[src/rtl/bsw_pkg.sv]
package bsw_pkg;
    localparam int NUM_CH      = 4;
    localparam int SYNC_STAGES = 2;
    localparam int WORD_W      = 2 * NUM_CH;

    typedef logic [NUM_CH-1:0] ch_vec_t;

    typedef struct packed {
        ch_vec_t irq_stat;
        ch_vec_t enables;
    } ctrl_word_t;

    function automatic ctrl_word_t build_word(input ch_vec_t stat, input ch_vec_t en);
        ctrl_word_t w;
        w.irq_stat = stat;
        w.enables  = en;
        return w;
    endfunction

    function automatic ch_vec_t enable_field(input logic [WORD_W-1:0] raw);
        return raw[NUM_CH-1:0];
    endfunction
endpackage

[src/rtl/bsw_irq_sync.sv]
module bsw_irq_sync
    import bsw_pkg::*;
#(
    parameter int CH     = NUM_CH,
    parameter int STAGES = SYNC_STAGES
) (
    input  logic          clk,
    input  logic          rst,
    input  logic [CH-1:0] irq_n_raw,
    output logic [CH-1:0] irq_active
);
    for (genvar c = 0; c < CH; c++) begin : g_ch
        logic [STAGES-1:0] chain;
        always_ff @(posedge clk) begin
            if (rst) chain <= '1;
            else     chain <= {chain[STAGES-2:0], irq_n_raw[c]};
        end
        assign irq_active[c] = ~chain[STAGES-1];
    end
endmodule

[src/rtl/bsw_enable_reg.sv]
module bsw_enable_reg
    import bsw_pkg::*;
(
    input  logic                clk,
    input  logic                rst,
    input  logic                wr_en,
    input  logic [WORD_W-1:0]   wr_data,
    output ch_vec_t             en_next,
    output ch_vec_t             en_q
);
    always_comb en_next = wr_en ? enable_field(wr_data) : en_q;

    always_ff @(posedge clk) begin
        if (rst) en_q <= '0;
        else     en_q <= en_next;
    end

    AST_WRITE_LANDS: assert property (@(posedge clk) disable iff (rst)
        wr_en |=> en_q == $past(wr_data[NUM_CH-1:0]));
endmodule

[src/rtl/bus_switch_ctrl.sv]
module bus_switch_ctrl
    import bsw_pkg::*;
(
    input  logic        clk,
    input  logic        rst,
    input  logic        wr_en,
    input  logic [7:0]  wr_data,
    input  logic        rd_en,
    output logic [7:0]  rd_data,
    output logic [3:0]  chan_en,
    input  logic [3:0]  irq_n_in,
    output logic        irq_oe
);
    ch_vec_t    irq_active;
    ch_vec_t    en_next;
    ch_vec_t    en_q;
    ctrl_word_t rd_q;

    bsw_irq_sync #(.CH(NUM_CH), .STAGES(SYNC_STAGES)) u_sync (
        .clk        (clk),
        .rst        (rst),
        .irq_n_raw  (irq_n_in),
        .irq_active (irq_active)
    );

    bsw_enable_reg u_en (
        .clk     (clk),
        .rst     (rst),
        .wr_en   (wr_en),
        .wr_data (wr_data),
        .en_next (en_next),
        .en_q    (en_q)
    );

    always_ff @(posedge clk) begin
        if (rst)        rd_q <= '0;
        else if (rd_en) rd_q <= build_word(irq_active, en_next);
    end

    assign rd_data = rd_q;
    assign chan_en = en_q;
    assign irq_oe  = |irq_active;

    AST_RESET_CLEAR: assert property (@(posedge clk)
        rst |=> (chan_en == '0 && rd_data == '0));
    AST_READ_SEES_NEW: assert property (@(posedge clk) disable iff (rst)
        rd_en |=> rd_data[3:0] == chan_en);
    AST_READ_HOLDS: assert property (@(posedge clk) disable iff (rst)
        !rd_en |=> $stable(rd_data));
    AST_QUIET_STATUS: assert property (@(posedge clk) disable iff (rst)
        (rd_en && !irq_oe) |=> rd_data[7:4] == '0);
endmodule

[config.mk]
export PLATFORM = sky130hd
export DESIGN_NAME = bus_switch_ctrl
export DESIGN_NICKNAME = d
export VERILOG_FILES = /design/src/rtl/bsw_pkg.sv /design/src/rtl/bsw_irq_sync.sv /design/src/rtl/bsw_enable_reg.sv /design/src/rtl/bus_switch_ctrl.sv
export SDC_FILE = /design/constraint.sdc
export NUM_CORES = 1
export LEC_CHECK = 0
export BUFFER_PORTS_ARGS = -buffer_cell sky130_fd_sc_hd__buf_2
export CAP_MARGIN = 25
export CELL_PAD_IN_SITES_DETAIL_PLACEMENT = 0
export CELL_PAD_IN_SITES_GLOBAL_PLACEMENT = 2
export CORE_MARGIN = 3
export CORE_UTILIZATION = 28
export DETAILED_ROUTE_END_ITERATION = 7
export HOLD_SLACK_MARGIN = 0.1
export PLACE_DENSITY_LB_ADDON = 0.1
export SLEW_MARGIN = 20
export SYNTH_ARGS = -nofsm -noshare
export SYNTH_HDL_FRONTEND = slang
export SYNTH_HIERARCHICAL = 1
export SYNTH_SLANG_ARGS = --single-unit
[constraint.sdc]
create_clock -name clk -period 1.5 [get_ports clk]
set_clock_uncertainty 0.15 [all_clocks]
set_input_delay 0.15 -clock clk [delete_from_list [all_inputs] [get_ports clk]]
set_output_delay 0.15 -clock clk [all_outputs]
set_load 0.03 [all_outputs]
---- Word-level counts from Yosys, hierarchy flattened ----
Index checks and enable logic that the tools add are counted.
storage, ports and cells
  logic and storage cells ................. 13
  bits in registers ....................... 20
  input bits .............................. 16
operators by class
  muxes and demuxes ....................... 1
  bitwise operators ....................... 4
  reductions and logical operators ........ 1
operators with widths
  operator            number
  2-to-1 mux 4 bit    1
  NOT 1 bit           4
  OR reduction 4 bit  1

---- Longest topological paths before layout ----
Gate-level depths: netlist (run 1).
  word-level depth ........................ 2
  mapped depth ............................ 3
  mapped depth without buffers ............ 3

---- Hierarchy ----
Netlist (run 1), hierarchy kept.
modules (own cells, without submodules)
  module           area each (um^2)  cells each  times used  seq. area each (um^2)
  bus_switch_ctrl  289.0             27          1           160.2
  bsw_irq_sync     225.2             20          1           160.2
  bsw_enable_reg   150.1             12          1           80.1

---- Least setup slack after synthesis (run 1) ----
No wires, ideal clock.
  path type ............................... reg-to-output
  start ................................... reg u_sync.g_ch[3].chain[1]
  end ..................................... out irq_oe
  buffers on the path ..................... 0
  arrival ................................. 1.003 ns
  setup slack ............................. 0.197 ns
  stages on the path, launching flop included .. 3
  data required time ...................... 1.200 ns
  cells stage by stage .................... dfxtp_1 -> inv_1 -> or4_1
on the way
  word-level cells in the longest chain between the ends .. 2
RTL lines
  what                    RTL line               RTL
  from (decl)             bsw_irq_sync.sv:13     logic [STAGES-1:0] chain;
  from (signal assigned)  bsw_irq_sync.sv:16     else chain <= {chain[STAGES-2:0], irq_n_raw[c]};
  NOT 1 bit               bsw_irq_sync.sv:18     assign irq_active[c] = ~chain[STAGES-1];
  net irq_active[3]       bus_switch_ctrl.sv:14  ch_vec_t irq_active;
  OR reduction 4 bit      bus_switch_ctrl.sv:42  assign irq_oe = |irq_active;
  to (decl)               bus_switch_ctrl.sv:12  output logic irq_oe
The timed path passes the listed nets, and every way through them passes these cells.

---- Worst setup path in the final report (run 1) ----
Same ends and word-level chain as after synthesis.

==> flow_summary.toml, run 1 <==
[timing]
fin_crit_sh_pct = 108
fmax_mhz = 615
grt_setup_unrepaired = "true"
hold_viol = 0
setup_ws_ps = -127
setup_violations = 1
drv_slew = 0
worst_hold_slack_ps = 130
slew-limit-headroom_pct = 79.2
fin_crit_ps = 1630
worst_pin_slew_ps = 312

[power_and_ir_drop]
combPwrFrac_pct = 14.4
p_leak_uw = 0.000471
fin_total_pwr_uw = 1010
pwr-share-seq_pct = 56.0
irDropWorstVdd_mv = 0.552
power_frac_clock_pct = 29.6
powerDensity_mw_per_mm2 = 1070
internal_power_uw = 774
p_sw_uw = 234
swShare_pct = 23.2

[clock_tree]
cts_htree_levels = 1
cts_setup_buffers = 0
clockBufferDepth = 2
cts_inserted_buffers = 3
clockRootBuffer = "clkbuf_4"
cts.clk_slew.worst_paths_ps = 100
cts.sinks = 20
tritoncts = "yes"
clock_latency_ps = 290

[logic_synthesis]
synthCells = 59
yosysWarnings = 6
netlist.top_cell.by_area = "dfxtp_1"
avgSynthCellArea_sq_um = 11.3
ys_top_cells_by_area = "dfxtp_1 60%, mux2i_1 12%, or2_1 7.5%, mux2_2 6.8%, nor2_1 4.5%"
syn-num-nets = 75
ys_types = 10
syn_area_sq_um = 664
synth-seq-cells = 20
synth.top_cell.area_share_pct = 60.3
ys_seq_area_share_pct = 60.3

[final_layout]
fin_nets = 111
drive_gt1_share_pct = 39.4
final_area_sq_um = 947
syn_to_final_growth_pct = 42.6
final_cell_mix = "23 x buf_2, 18 x dfxtp_1, 9 x dlygate4sd3_1"
final_common_cell = "buf_2"
fillers = 249
fin_cells = 122
n_antenna_cell = 0

[outcome]
failed_checks = "setup timing"
status = "complete, but fails checks"

[grt]
grt-busiest-layer = "met2"
grt_pass1_wl_microns = 1950
grt_max_degree = 21
grt.overflow.total = 0
antenna_found_initial = 0
met1_usage_pct = 10.2
grt_use_met3_pct = 5.99
grt_usage_pct = 9.65
grtUsageMet2_pct = 15.9
grt_pass1_vias = 454

[floorplanning]
dieWidth_microns = 54.7
rows = 17
io_pins = 29
initial_core_util_pct = 29.7
die_h_microns = 54.7
die-area_sq_mm = 0.00299
coreArea_sq_mm = 0.00223

[routing]
ant_nets = 0
post_drt_via_cell_ratio = 4.12
drt_iter0_markers = 1
first_pass_iters = 2
routed_wl_microns = 1160
routedWlPerCell_microns = 9.52
num_vias = 503
drc = 0

[placed_design]
dp_hpwl_microns = 798
place_inst = 109
port_buffers = 24
gp_congestion = 0.596
placed_area_sq_um = 808

[worst_setup_path]
cp_data_required_time_ps = 1200
critPathSlowestCell = "or4_4"
crit_path_end_kind = "output pin"
worstSetupStartpointType = "register"
arrival_ps = 1330
worstPathMaxFanout = 2
critical_path.max_stage_delay_ps = 520
crit_type = "register to output pin"
cp_cell_sequence = "inv_2 > or4_4 > buf_6"

[min_path]
hold_path_class = "primary input to register"

[run]
maxCapViolations = 0
cells in the mapped netlist:
library cell and n:
buf_1 1, buf_4 1, dfxtp_1 20, inv_1 4, mux2_2 4, mux2i_1 8, nor2_1 8, nor2b_1 4
or2_1 8, or4_1 1
sequential cells by signal, indices dropped and copies added, names as in the netlist:
name and cells:
rd_data 8, u_en/en_q 4, u_sync/g_ch.chain 8
power groups by stage:
stage | registers, uW | clock network, uW | logic [uW]
after floorplan | 606 | 0 | 53.0
final | 564 | 299 | 146
after global routing | 569 | 344 | 161
after global placement | 576 | 0 | 123
after detailed placement | 577 | 0 | 124
after CTS | 565 | 325 | 149
through the flow:
| step | setup TNS (ps) | util, % | worst slack, ps |
|---|---|---|---|
| floorplan | 0 | - | 197 |
| global placement | 0 | 36.2 | 160 |
| CTS | -152 | 42.3 | -152 |
| detailed placement | 0 | 36.2 | 172 |
| finish | -127 | 42.4 | -127 |
| global route | -178 | 42.4 | -178 |
layout make-up:
cell class	instances	area, sq um	share of cell area (%)
sequential	20	403	42.5
multi-input combinational	33	241	25.5
timing repair buffer	33	216	22.9
clock buffer	4	36.3	3.83
tap	28	35.0	3.70
inverter	4	15.0	1.59
what timing repair did:
item,in CTS,in global routing
hold buffers,9,0
gates resized for setup,3,4
endpoints found under the setup margin,1,1
pin swaps,0,0
hold endpoints to repair,16,0
final timing paths:
path                                               from                       to  slack (ps)  cells past startpoint
worst max-delay path            u_sync/g_ch[3].chain[1]                   irq_oe        -130                      3
worst min-delay path                              rd_en               rd_data[5]         130                      3
worst max register to register             u_en/en_q[0]               rd_data[0]         470                      3
worst min register to register  u_sync/g_ch[2].chain[0]  u_sync/g_ch[2].chain[1]         260                      1
logic make-up after synthesis:
family / Yosys count / share of synthesized area, %
DFF: 20 / 60.3
and+or+nand+nor: 21 / 16.9
buffers and inverters: 6 / 3.95
muxes: 12 / 18.8
worst max-delay path: cells and delay by family, from the launching register on:
kind | cells | cell delay [ps]
buffers and inverters | 2 | 180
DFF | 1 | 330
and+or+nand+nor | 1 | 520
metal layers:
layer,vias to the layer above,part of all wire [%]
met3,2,7.9
met1,230,42
met4,0,0.86
li1,256,-
met5,-,0
met2,15,49
Power figures use the tool's default switching activity.
==> run 2, diff against run 1 <==
--- a/config.mk
+++ b/config.mk
@@ -5,13 +5,13 @@
 export SDC_FILE = /design/constraint.sdc
 export NUM_CORES = 1
 export LEC_CHECK = 0
-export BUFFER_PORTS_ARGS = -buffer_cell sky130_fd_sc_hd__buf_2
 export CAP_MARGIN = 25
 export CELL_PAD_IN_SITES_DETAIL_PLACEMENT = 0
 export CELL_PAD_IN_SITES_GLOBAL_PLACEMENT = 2
 export CORE_MARGIN = 3
-export CORE_UTILIZATION = 28
+export CORE_UTILIZATION = 36
 export DETAILED_ROUTE_END_ITERATION = 7
+export DONT_BUFFER_PORTS = 1
 export HOLD_SLACK_MARGIN = 0.1
 export PLACE_DENSITY_LB_ADDON = 0.1
 export SLEW_MARGIN = 20
==> run 2 against run 1 <==
Against the previous run:
- the flow still finishes with violations (setup timing)
- critical path type unchanged
- cell count decreased by 21%
- critical endpoint unchanged
- largest cell class unchanged
- non-clock buffer count decreased by 21
- highest routed layer unchanged
- clock power fell by 20%
==> flow_summary.toml, run 2 (synthesized netlist as in run 1, its figures left out) <==
[outcome]
status = "complete, but fails checks"
failed_checks = "setup timing"

[final_layout]
final_cell_mix = "19 x dfxtp_1, 11 x dlygate4sd3_1, 8 x mux2i_1, 8 x nor2_1, 8 x or2_1"
n_antenna_cell = 0
post-route-util_pct = 51.4
syn_to_final_growth_pct = 24.7
drive_gt1_share_pct = 15.3
final_common_cell = "dfxtp_1"
fillers = 157
fin_nets = 90

[placed_design]
gp_congestion = 0.690
dp_hpwl_microns = 806
port_buffers = 0

[worst_setup_path]
crit_path_end_kind = "output pin"
reg2reg_from = "u_en/en_q[3]"
crit_type = "register to output pin"
crit_end = "irq_oe"
cp_data_required_time_ps = 1200
critPathLaunch = "u_sync/g_ch[1].chain[1]"
r2r_end = "rd_data[3]"
r2r_slack_ps = 290
reg2reg_depth = 3
worstSetupStartpointType = "register"
worstPathMaxFanout = 2
arrival_ps = 1260
critical_path.max_stage_delay_ps = 590
critPathSlowestCell = "or4_4"
cp_cell_sequence = "inv_2 > or4_4"

[timing]
worst_pin_slew_ps = 604
drv_slew = 0
fin_crit_sh_pct = 104
grt_setup_unrepaired = "true"
hold_viol = 0
fin_crit_ps = 1560
slew-limit-headroom_pct = 59.6
fmax_mhz = 643
setup_violations = 1
setup_ws_ps = -55.1

[power_and_ir_drop]
powerDensity_mw_per_mm2 = 1120
internal_power_uw = 700
swShare_pct = 24.4
fin_total_pwr_uw = 926
power_frac_clock_pct = 25.9
irDropWorstVdd_mv = 0.543
p_leak_uw = 0.000368
pwr-share-seq_pct = 64.5
combPwrFrac_pct = 9.5
p_sw_uw = 226

[clock_tree]
clock_latency_ps = 290
tritoncts = "yes"
cts_htree_levels = 1
cts.clk_slew.worst_paths_ps = 100
cts.sinks = 20
clockRootBuffer = "clkbuf_4"
clockBufferDepth = 2
cts_inserted_buffers = 3

[routing]
drt_iter0_markers = 3
first_pass_iters = 2
drc = 0
num_vias = 410
ant_nets = 0
routedWlPerCell_microns = 12.2
routed_wl_microns = 1170
post_drt_via_cell_ratio = 4.27

[floorplanning]
coreArea_sq_mm = 0.00161
rows = 14
initial_core_util_pct = 41.2
dieWidth_microns = 49.0
io_pins = 29
die_h_microns = 49.0
die-area_sq_mm = 0.00240

[grt]
grt_max_degree = 21
grt_pass1_wl_microns = 1880
grt_pass1_vias = 433
antenna_found_initial = 0
grt.overflow.total = 0
grt_usage_pct = 10.6

[run]
maxCapViolations = 0

[min_path]
whs_path_depth = 1
hold_path_class = "register to register"
-- run 2: worst min-delay path by stage --
stage	start	endpoint	slack, ps
after floorplan	rst	u_en/en_q[0]	70
after global placement	rst	rd_data[4]	70
after detailed placement	rst	u_en/en_q[2]	80
after CTS	u_sync/g_ch[2].chain[0]	u_sync/g_ch[2].chain[1]	270
after global routing	u_sync/g_ch[2].chain[0]	u_sync/g_ch[2].chain[1]	290
final	u_sync/g_ch[2].chain[0]	u_sync/g_ch[2].chain[1]	260
-- run 2: critical path, delay by kind of cell, from the launching register on --
kind / cells / cell delay (ps)
simple gates: 1 / 590
buf+inv: 1 / 30
flops: 1 / 340
-- run 2: per-stage QoR --
step	setup TNS, ps	cells	instance area (sq um)	setup slack, ps	hold slack [ps]
3_5_place_dp	0	81	683	175	75.9
5_1_grt	-98.0	96	828	-98.0	287
4_1_cts	-64.9	95	820	-64.9	267
6_report	-55.1	96	828	-55.1	263
3_3_place_gp	0	81	683	171	74.6
2_1_floorplan	0	59	664	197	71.6
-- run 2: timing repair --
action,4_1_cts,5_1_grt
endpoints found under the setup margin,1,1
hold endpoints to repair,20,0
pin swaps,0,1
buffers inserted,0,1
gates cloned,0,0
resized for setup,1,2
hold buffers,11,0
-- run 2: area by class of cell --
| type | count | area (sq um) | share of cell area, % |
|---|---|---|---|
| flip-flops and latches | 20 | 402 | 48.5 |
| multi-input cells | 33 | 241 | 29.2 |
| repair buffers | 12 | 118 | 14.2 |
| well taps | 24 | 30.0 | 3.63 |
| clock buffers | 3 | 22.5 | 2.72 |
| inverters | 4 | 15.0 | 1.81 |
-- run 2: power by group through the flow --
stage | clock network, uW | registers, uW | logic [uW]
after floorplan | 0 | 606 | 53.0
after global placement | 0 | 609 | 47.5
after detailed placement | 0 | 610 | 49.5
after CTS | 252 | 598 | 87.8
after global routing | 272 | 601 | 97.5
final | 240 | 598 | 88.4
-- run 2: metal layers --
| metal | vias to the layer above | global-route usage (%) | share of wire [%] |
|---|---|---|---|
| li1 | 215 | - | - |
| met1 | 176 | 10.3 | 45 |
| met2 | 15 | 17.2 | 44 |
| met3 | 4 | 4.89 | 9.1 |
| met4 | 0 | 8.53 | 2.4 |
| met5 | - | 0 | 0 |
==> run 3, diff against run 2 <==
--- a/config.mk
+++ b/config.mk
@@ -8,7 +8,6 @@
 export CAP_MARGIN = 25
 export CELL_PAD_IN_SITES_DETAIL_PLACEMENT = 0
 export CELL_PAD_IN_SITES_GLOBAL_PLACEMENT = 2
-export CORE_MARGIN = 3
 export CORE_UTILIZATION = 36
 export DETAILED_ROUTE_END_ITERATION = 7
 export DONT_BUFFER_PORTS = 1
==> run 3 against run 2 <==
Against the previous run:
- the flow still finishes with violations (setup timing)
- critical path depth unchanged
- via count is 5.4% higher
- worst setup slack better by 7.5 ps
- hold slack improved by 3.5 ps
- cell count rose by 1.0%
- combinational power grew 0.8%
- sequential power about the same
- sequential share of layout area about the same
- largest power group unchanged
==> flow_summary.toml, run 3 (synthesized netlist as in run 1, its figures left out) <==
[timing]
slew-limit-headroom_pct = 60.3
fmax_mhz = 646
setup_violations = 1
grt_setup_unrepaired = "true"
setup_ws_ps = -47.5
worst_pin_slew_ps = 593
hold_viol = 0
fin_crit_ps = 1550
drv_slew = 0
worst_hold_slack_ps = 266
fin_crit_sh_pct = 103

[floorplanning]
coreArea_sq_mm = 0.00173
die-area_sq_mm = 0.00202
rows = 15
die_h_microns = 45.0
io_pins = 29
dieWidth_microns = 45.0
initial_core_util_pct = 38.5

[placed_design]
dp_hpwl_microns = 744
place_inst = 82
port_buffers = 0
gp_congestion = 0.709

[grt]
antenna_found_initial = 0
grt.overflow.total = 0
grt_usage_pct = 13.3
grt_pass1_wl_microns = 1880
grt_pass1_vias = 441
grt_max_degree = 21

[worst_setup_path]
critPathSlowestCell = "or4_4"
cp_data_required_time_ps = 1200
crit_type = "register to output pin"
crit_path_end_kind = "output pin"
path_buf_inv = 1
arrival_ps = 1250
cp_cell_sequence = "inv_2 > or4_4"
worstPathMaxFanout = 2
worstSetupStartpointType = "register"
critical_path.max_stage_delay_ps = 600
cp_top_family = "simple AND/OR/NAND/NOR gates"

[final_layout]
final_cell_mix = "18 x dfxtp_1, 11 x dlygate4sd3_1, 8 x mux2i_1, 8 x nor2_1, 8 x or2_1"
fillers = 176
drive_gt1_share_pct = 16.7
syn_to_final_growth_pct = 25.0
n_antenna_cell = 0
fin_cells = 97
final_common_cell = "dfxtp_1"
fin_nets = 90

[routing]
maxUsedRoutingLayer = "met4"
ant_nets = 0
wl_met2_microns = 553
drt_iter0_markers = 0
routedWlPerCell_microns = 11.4
num_vias = 432
first_pass_iters = 1
met1_length_microns = 476
drc = 0
routed_wl_microns = 1110
route.met3.wl_microns = 68
post_drt_via_cell_ratio = 4.45

[clock_tree]
cts.clk_slew.worst_paths_ps = 100
cts_inserted_buffers = 3
clockBufferDepth = 2
clock_latency_ps = 280
clockRootBuffer = "clkbuf_4"
tritoncts = "yes"
cts.sinks = 20
cts_htree_levels = 1

[min_path]
hold_path_class = "register to register"

[outcome]
status = "complete, but fails checks"
failed_checks = "setup timing"

[power_and_ir_drop]
irDropWorstVdd_mv = 0.525
p_leak_uw = 0.000367
powerDensity_mw_per_mm2 = 1110

[run]
maxCapViolations = 0
run 3: cell count changes in the layout (fill, tap and decap cells not counted):
cell,change
dfxtp_2,+1
dfxtp_1,-1
run 3: worst register-to-register path, delay by kind of cell, from the launching register on:
kind | cells | cell delay (ps)
flip-flops | 1 | 420
multiplexers | 2 | 460
AND/OR/NAND/NOR | 1 | 50
run 3: power by group:
group	total, uW	switching [uW]	internal, uW
registers	597	41.0	556
logic	89.1	38.4	50.8
clock network	233	140	93.1
run 3: metrics by stage:
| step | total power, uW | cell area [sq um] | utilization [%] | setup WS, ps | TNS (ps) |
|---|---|---|---|---|---|
| 3_3_place_gp | 656 | 684 | 39.6 | 174 | 0 |
| 2_1_floorplan | 659 | 664 | - | 197 | 0 |
| 5_1_grt | 974 | 831 | 48.1 | -97.2 | -97.2 |
| 4_1_cts | 934 | 821 | 47.5 | -58.3 | -58.3 |
| 6_report | 919 | 831 | 48.1 | -47.5 | -47.5 |
| 3_5_place_dp | 660 | 684 | 39.6 | 173 | 0 |
run 3: worst paths after layout:
check | slack (ps) | from | depth (start not counted) | endpoint
max | -50 | u_sync/g_ch[1].chain[1] | 2 | irq_oe
min | 270 | u_sync/g_ch[2].chain[0] | 1 | u_sync/g_ch[2].chain[1]
max reg2reg | 290 | u_en/en_q[1] | 3 | rd_data[1]
min reg2reg | 270 | u_sync/g_ch[2].chain[0] | 1 | u_sync/g_ch[2].chain[1]
run 3: final cells by class:
| type | instances | area (sq um) | area share, % |
|---|---|---|---|
| inverter | 4 | 15.0 | 1.81 |
| sequential | 20 | 403 | 48.5 |
| tap | 25 | 31.3 | 3.77 |
| clock buffer | 3 | 22.5 | 2.71 |
| timing repair buffer | 12 | 118 | 14.2 |
| multi-input combinational | 33 | 241 | 29.1 |
run 3: repair_timing:
item                                    CTS  global route
endpoints found under the setup margin    1             1
pin swaps                                 0             1
hold buffers                             11             0
gates resized for setup                   1             3
setup buffers                             0             1
hold endpoints to repair                 20             0
run 3: metal layers:
layer / track usage, % / vias up
met5: 0 / -
met4: 9.09 / 0
met3: 4.40 / 2
met2: 22.9 / 12
met1: 13.5 / 202
li1: - / 216
